**config.mk**
```make
export PLATFORM = sky130hd
export DESIGN_NAME = tlbe_perm_check
export DESIGN_NICKNAME = d
export VERILOG_FILES = /design/src/rtl/tlbe_pkg.sv /design/src/rtl/tlbe_half_sel.sv /design/src/rtl/tlbe_rights.sv /design/src/rtl/tlbe_pa_build.sv /design/src/rtl/tlbe_perm_check.sv
export SDC_FILE = /design/constraint.sdc
export NUM_CORES = 1
export LEC_CHECK = 0
export BUFFER_PORTS_ARGS = -buffer_cell sky130_fd_sc_hd__buf_2
export CAP_MARGIN = 10
export CORE_ASPECT_RATIO = 1.1
export CORE_MARGIN = 2
export CORE_UTILIZATION = 48
export DETAILED_ROUTE_END_ITERATION = 8
export PLACE_DENSITY_LB_ADDON = 0.25
export SYNTH_ARGS = -nofsm -noshare
export SYNTH_HDL_FRONTEND = slang
export SYNTH_SLANG_ARGS = --single-unit
```
**constraint.sdc**
```tcl
create_clock -name clk -period 1.6 [get_ports clk]
set_input_delay 0.24 -clock clk [delete_from_list [all_inputs] [get_ports clk]]
set_output_delay 0.24 -clock clk [all_outputs]
set_load 0.03 [all_outputs]
```
**src/rtl/tlbe_pkg.sv**
```systemverilog
package tlbe_pkg;

    typedef enum logic [2:0] {
        RC_MATCH   = 3'd0,
        RC_NOMATCH = 3'd1,
        RC_INVALID = 3'd2,
        RC_XI      = 3'd3,
        RC_RI      = 3'd4,
        RC_PE      = 3'd5,
        RC_DIRTY   = 3'd6
    } res_code_e;

    typedef enum logic [1:0] {
        ACC_FETCH = 2'd0,
        ACC_LOAD  = 2'd1,
        ACC_STORE = 2'd2,
        ACC_RSVD  = 2'd3
    } acc_e;

    // attribute bits sit below the page number in each half
    localparam int unsigned ATTR_W   = 7;
    localparam int unsigned PAGE_OFS = 12;

    typedef struct packed {
        logic       rplv;
        logic       nr;
        logic       nx;
        logic [1:0] plv;
        logic       dirty;
        logic       valid;
    } attr_t;

endpackage

```
**src/rtl/tlbe_half_sel.sv**
```systemverilog
module tlbe_half_sel #(
    parameter int unsigned VA_W   = 48,
    parameter int unsigned PS_W   = 6,
    parameter int unsigned PS_MIN = 12,
    parameter int unsigned PS_MAX = 47,
    parameter int unsigned HALF_W = 43
) (
    input  logic              in_mtlb,
    input  logic [PS_W-1:0]   entry_ps,
    input  logic [PS_W-1:0]   global_ps,
    input  logic [VA_W-1:0]   vaddr,
    input  logic [HALF_W-1:0] half_even,
    input  logic [HALF_W-1:0] half_odd,
    output logic [PS_W-1:0]   ps_eff,
    output logic [HALF_W-1:0] half_pick
);
    logic [PS_W-1:0] ps_raw;
    logic [VA_W-1:0] va_shift;

    always_comb begin
        ps_raw = in_mtlb ? entry_ps : global_ps;
        if (ps_raw < PS_W'(PS_MIN)) begin
            ps_eff = PS_W'(PS_MIN);
        end else if (ps_raw > PS_W'(PS_MAX)) begin
            ps_eff = PS_W'(PS_MAX);
        end else begin
            ps_eff = ps_raw;
        end
        va_shift  = vaddr >> ps_eff;
        half_pick = va_shift[0] ? half_odd : half_even;
    end
endmodule

```
**src/rtl/tlbe_rights.sv**
```systemverilog
module tlbe_rights
    import tlbe_pkg::*;
(
    input  attr_t       attr,
    input  logic        wide_mode,
    input  logic [1:0]  acc_type,
    input  logic [1:0]  cur_plv,
    output res_code_e   code,
    output logic        perm_r,
    output logic        perm_w,
    output logic        perm_x
);
    logic eff_nx;
    logic eff_nr;
    logic eff_rplv;
    logic plv_fault;

    always_comb begin
        eff_nx   = wide_mode & attr.nx;
        eff_nr   = wide_mode & attr.nr;
        eff_rplv = wide_mode & attr.rplv;
        plv_fault = eff_rplv ? (cur_plv != attr.plv) : (cur_plv > attr.plv);

        if (!attr.valid) begin
            code = RC_INVALID;
        end else if ((acc_type == ACC_FETCH) && eff_nx) begin
            code = RC_XI;
        end else if ((acc_type == ACC_LOAD) && eff_nr) begin
            code = RC_RI;
        end else if (plv_fault) begin
            code = RC_PE;
        end else if ((acc_type == ACC_STORE) && !attr.dirty) begin
            code = RC_DIRTY;
        end else begin
            code = RC_MATCH;
        end

        perm_r = 1'b1;
        perm_w = attr.dirty;
        perm_x = !eff_nx;
    end
endmodule

```
**src/rtl/tlbe_pa_build.sv**
```systemverilog
module tlbe_pa_build
    import tlbe_pkg::*;
#(
    parameter int unsigned VA_W  = 48,
    parameter int unsigned PA_W  = 48,
    parameter int unsigned PS_W  = 6,
    localparam int unsigned PPN_W = PA_W - PAGE_OFS
) (
    input  logic [VA_W-1:0]  vaddr,
    input  logic [PPN_W-1:0] ppn,
    input  logic [PS_W-1:0]  ps_eff,
    output logic [PA_W-1:0]  pa
);
    // each bit at or above the base page picks offset or frame by PS
    for (genvar i = 0; i < PA_W; i++) begin : g_bit
        if (i < PAGE_OFS) begin : g_low
            assign pa[i] = vaddr[i];
        end else if (i < VA_W) begin : g_mid
            assign pa[i] = (PS_W'(i) < ps_eff) ? vaddr[i] : ppn[i-PAGE_OFS];
        end else begin : g_top
            assign pa[i] = ppn[i-PAGE_OFS];
        end
    end
endmodule

```
**src/rtl/tlbe_perm_check.sv**
```systemverilog
module tlbe_perm_check
    import tlbe_pkg::*;
#(
    parameter int unsigned VA_W   = 48,
    parameter int unsigned PA_W   = 48,
    parameter int unsigned PS_W   = 6,
    parameter int unsigned PS_MIN = 12,
    parameter int unsigned PS_MAX = 47
) (
    input  logic                           clk,
    input  logic                           rst_n,
    input  logic                           req_valid,
    input  logic                           hit,
    input  logic                           in_mtlb,
    input  logic [PS_W-1:0]                entry_ps,
    input  logic [PS_W-1:0]                global_ps,
    input  logic [VA_W-1:0]                vaddr,
    input  logic [1:0]                     acc_type,
    input  logic [1:0]                     cur_plv,
    input  logic                           wide_mode,
    input  logic [ATTR_W+PA_W-PAGE_OFS-1:0] half_even,
    input  logic [ATTR_W+PA_W-PAGE_OFS-1:0] half_odd,
    output logic                           res_valid,
    output logic [2:0]                     res_code,
    output logic [PA_W-1:0]                pa,
    output logic                           perm_r,
    output logic                           perm_w,
    output logic                           perm_x
);
    localparam int unsigned PPN_W  = PA_W - PAGE_OFS;
    localparam int unsigned HALF_W = ATTR_W + PPN_W;

    typedef struct packed {
        logic            valid;
        logic [2:0]      code;
        logic [PA_W-1:0] pa;
        logic            r;
        logic            w;
        logic            x;
    } out_t;

    logic [PS_W-1:0]   ps_eff;
    logic [HALF_W-1:0] half_pick;
    attr_t             attr;
    logic [PPN_W-1:0]  ppn;
    res_code_e         chk_code;
    logic              chk_r, chk_w, chk_x;
    logic [PA_W-1:0]   pa_raw;
    out_t              out_d, out_q;

    tlbe_half_sel #(
        .VA_W(VA_W), .PS_W(PS_W), .PS_MIN(PS_MIN), .PS_MAX(PS_MAX), .HALF_W(HALF_W)
    ) u_sel (
        .in_mtlb  (in_mtlb),
        .entry_ps (entry_ps),
        .global_ps(global_ps),
        .vaddr    (vaddr),
        .half_even(half_even),
        .half_odd (half_odd),
        .ps_eff   (ps_eff),
        .half_pick(half_pick)
    );

    assign attr = attr_t'(half_pick[ATTR_W-1:0]);
    assign ppn  = half_pick[HALF_W-1:ATTR_W];

    tlbe_rights u_rights (
        .attr     (attr),
        .wide_mode(wide_mode),
        .acc_type (acc_type),
        .cur_plv  (cur_plv),
        .code     (chk_code),
        .perm_r   (chk_r),
        .perm_w   (chk_w),
        .perm_x   (chk_x)
    );

    tlbe_pa_build #(.VA_W(VA_W), .PA_W(PA_W), .PS_W(PS_W)) u_pa (
        .vaddr (vaddr),
        .ppn   (ppn),
        .ps_eff(ps_eff),
        .pa    (pa_raw)
    );

    always_comb begin
        out_d       = out_q;
        out_d.valid = req_valid;
        if (req_valid) begin
            out_d.pa = '0;
            out_d.r  = 1'b0;
            out_d.w  = 1'b0;
            out_d.x  = 1'b0;
            if (!hit) begin
                out_d.code = RC_NOMATCH;
            end else begin
                out_d.code = chk_code;
                if (chk_code == RC_MATCH) begin
                    out_d.pa = pa_raw;
                    out_d.r  = chk_r;
                    out_d.w  = chk_w;
                    out_d.x  = chk_x;
                end
            end
        end
    end

    always_ff @(posedge clk or negedge rst_n) begin
        if (!rst_n) begin
            out_q <= '{valid: 1'b0, code: RC_NOMATCH, pa: '0, r: 1'b0, w: 1'b0, x: 1'b0};
        end else begin
            out_q <= out_d;
        end
    end

    assign res_valid = out_q.valid;
    assign res_code  = out_q.code;
    assign pa        = out_q.pa;
    assign perm_r    = out_q.r;
    assign perm_w    = out_q.w;
    assign perm_x    = out_q.x;
endmodule

```
==> impl_metrics.json <==
{
  "placed_cell_area_um2": 6270,
  "ys_seq_area_share_pct": 31.6,
  "fp.dieW_um": 94.8,
  "grt_pass1_vias": 5001,
  "first_iter_violations": 276,
  "die-area_um2": 9860,
  "cts_root_buf": "clkbuf_8",
  "netlist_instances": 457,
  "antenna_found_initial": 0,
  "ant_nets": 0,
  "post-route-period-util_pct": 231,
  "worst_slew_pin_slew_ns": 0.647,
  "die_y_um": 104,
  "cp-start-kind": "primary input",
  "clock_path_buffers": 2,
  "cts_htree_levels": 2,
  "skew_ns": 0,
  "async_flop_share_pct": 100,
  "irDropWorstVdd_v": 0.000441,
  "worstReg2RegStart": "res_code[0]$_DFFE_PN1P_",
  "failed_checks": "setup timing",
  "critPathMaxFanout": 10,
  "r2r-end": "res_code[0]$_DFFE_PN1P_",
  "numCtsBuffers": 5,
  "netlist_area_um2": 4360,
  "tns_ns": -110.71,
  "grtUsageTotal_pct": 30.8,
  "maxCapViolCount": 0,
  "hold_depth": 3,
  "synth_seq_cells": 55,
  "overflow": 0,
  "diodes": 0,
  "cts.sinks": 55,
  "min_to": "pa[10]$_DFFE_PN0P_",
  "multi_input_area_um2": 2630,
  "cts_tree": "built",
  "critPathKind": "in2reg",
  "worst_slack_ns": -2.10,
  "worst_ep_arrival_time_ns": 3.96,
  "register_area_um2": 1380,
  "min-delay-start": "vaddr[10]",
  "power_mw": 5.09,
  "post_drt_wl_per_cell_um": 17.2,
  "slew_headroom_pct": 56.9,
  "hold_path_class": "in2reg",
  "fmaxAchievable_mhz": 270,
  "whs_ns": 0.125,
  "place_hpwl_um": 11900,
  "final_nets": 929,
  "vias_per_cell": 5.38,
  "drv_slew": 0,
  "grt_max_degree": 42,
  "synth_cell_types": 59,
  "status": "finished with violations",
  "clk_pin_slew_ns": 0.12,
  "portBuffers": 210,
  "critPathSlowestCell": "or3_4",
  "power.density_nw_per_um2": 769,
  "min_period_ns": 3.70,
  "drt_first_pass_iters": 5,
  "floorplan.initialDensity_pct": 49.3,
  "endpoint_kind": "register",
  "power.leakage_nw": 3.46,
  "rsz0062_at_grt": "true",
  "grt_first_pass_wirelength_um": 23800,
  "worst-r2r-setup-slack_ns": 0.81,
  "path_cells": "buf_8, buf_6, a21o_4, o22a_1, buf_4, mux2_1, nor4_1, a221oi_2, nand4_4, nor2_4, mux2_4, ha_4, nand2_2, nand3_1, nand2_1, mux2_4, or3_4, bufbuf_16, o22ai_2",
  "layout_common_cells": "buf_2, buf_4, inv_1",
  "core-area_um2": 8830,
  "rr_worst_depth": 2,
  "wl_um": 15200,
  "drive_above_1_share_pct": 57.3,
  "fin_area_um2": 6620,
  "syn_area_per_cell_um2": 9.53,
  "syn_nets": 615,
  "cpMostUsedCell": "mux2_4",
  "gp_congestion": 1.03,
  "synth_edf_count": 0,
  "insertion_delay_ns": 0.33,
  "boundaryPins": 211,
  "drc": 0,
  "setup_viol": 54,
  "vias": 4766,
  "rows": 36,
  "syn_to_final_growth_pct": 51.9,
  "yosys_warnings": 0,
  "layout_commonest_cell": "buf_2",
  "hold_viol_final": 0,
  "synth_ff_type": "dfrtp_1",
  "crit_required_ns": 1.86,
  "fillerInstances": 698,
  "max_stage_delay_ns": 0.37
}
[Yosys cell counts (3+ instances only)]
master,number,area [um2]
mux2_2,34,383
a21oi_1,30,150
dfrtp_1,54,1350
mux2i_1,43,430
buf_2,4,20.0
nand3_1,6,30.0
a21boi_0,4,30.0
o2bb2ai_1,3,26.3
o22a_1,4,35.0
nor4_1,3,18.8
o22ai_1,6,37.5
buf_6,7,78.8
mux2_1,5,56.3
clkbuf_1,7,26.3
o22ai_2,49,613
nor3_1,3,15.0
nor2_1,23,86.3
a31oi_1,3,18.8
buf_4,4,30.0
inv_1,71,267
o21ai_0,15,75.1
nand2_1,31,116
[cells by family (layout without fill, tap and decap cells)]
family                   Yosys count  after routing  share of synthesized area [%]
buffers and inverters             93            408                           9.68
multiplexers                      83             83                           20.3
flip-flops                        55             55                           31.6
AO/OA/AOI/OAI                    139            139                           27.9
XOR/XNOR                           2              2                          0.402
adder cells (fa/ha/maj)            2              2                          0.574
AND/OR/NAND/NOR                   83             83                           9.48
[area by class of cell]
class	instances	share of cell area, %
Timing Repair Buffer	329	31.7
Sequential cell	55	20.8
Tap cell	114	2.16
Inverter	71	4.03
Clock inverter	3	0.435
Multi-Input combinational cell	309	39.8
Clock buffer	5	1.04
[worst max-delay path by stage]
| stage | startpoint | to | depth (start not counted) |
|---|---|---|---|
| final | in_mtlb | pa[2]$_DFFE_PN0P_ | 19 |
| after global routing | in_mtlb | pa[2]$_DFFE_PN0P_ | 18 |
| after CTS | in_mtlb | pa[29]$_DFFE_PN0P_ | 18 |
| after detailed placement | in_mtlb | pa[1]$_DFFE_PN0P_ | 18 |
| after global placement | in_mtlb | pa[28]$_DFFE_PN0P_ | 18 |
| after floorplan | in_mtlb | pa[40]$_DFFE_PN0P_ | 19 |
[report_power, final]
part	total (mW)	switching, mW	leakage, nW	internal [mW]
combinational	2.61	1.39	2.66	1.22
sequential	1.62	0.0826	0.750	1.54
clock	0.860	0.528	0.0511	0.332
[critical path: cells and delay by family]
kind	cells	cell delay, ns
mux	3	0.92
buf+inv	4	0.71
fa+ha+maj	1	0.26
simple gates	7	1.13
compound gates	4	0.68
[metrics by stage]
stage               util [%]  worst slack, ns  cells
global route            75.0            -2.28    886
finish                  75.0            -2.10    886
CTS                     74.7            -2.12    885
global placement        71.0            -2.48    868
floorplan                  -            -2.50    457
detailed placement      71.0            -2.57    868
[metal layers]
| layer | routed length [um] | track usage (%) | vias up |
|---|---|---|---|
| li1 | - | - | 2265 |
| met1 | 6050 | 37.4 | 2262 |
| met2 | 7700 | 55.2 | 213 |
| met3 | 1150 | 5.51 | 26 |
| met4 | 313 | 8.07 | 0 |
| met5 | 0 | 0 | - |
[state kept, by name, summed over array words and instances, names as in the netlist]
register   cells
pa            48
perm_r         1
perm_w         1
perm_x         1
res_code       3
res_valid      1
[timing repair]
action                                 CTS  global route
pin swaps                               10             2
hold buffers                             1             0
setup endpoints to repair               54            54
buffers inserted                         3             1
gates cloned                             5             0
endpoints found under the hold margin   54             0
resized for setup                       18             3
Note: power is estimated with default switching activity, not from simulation.
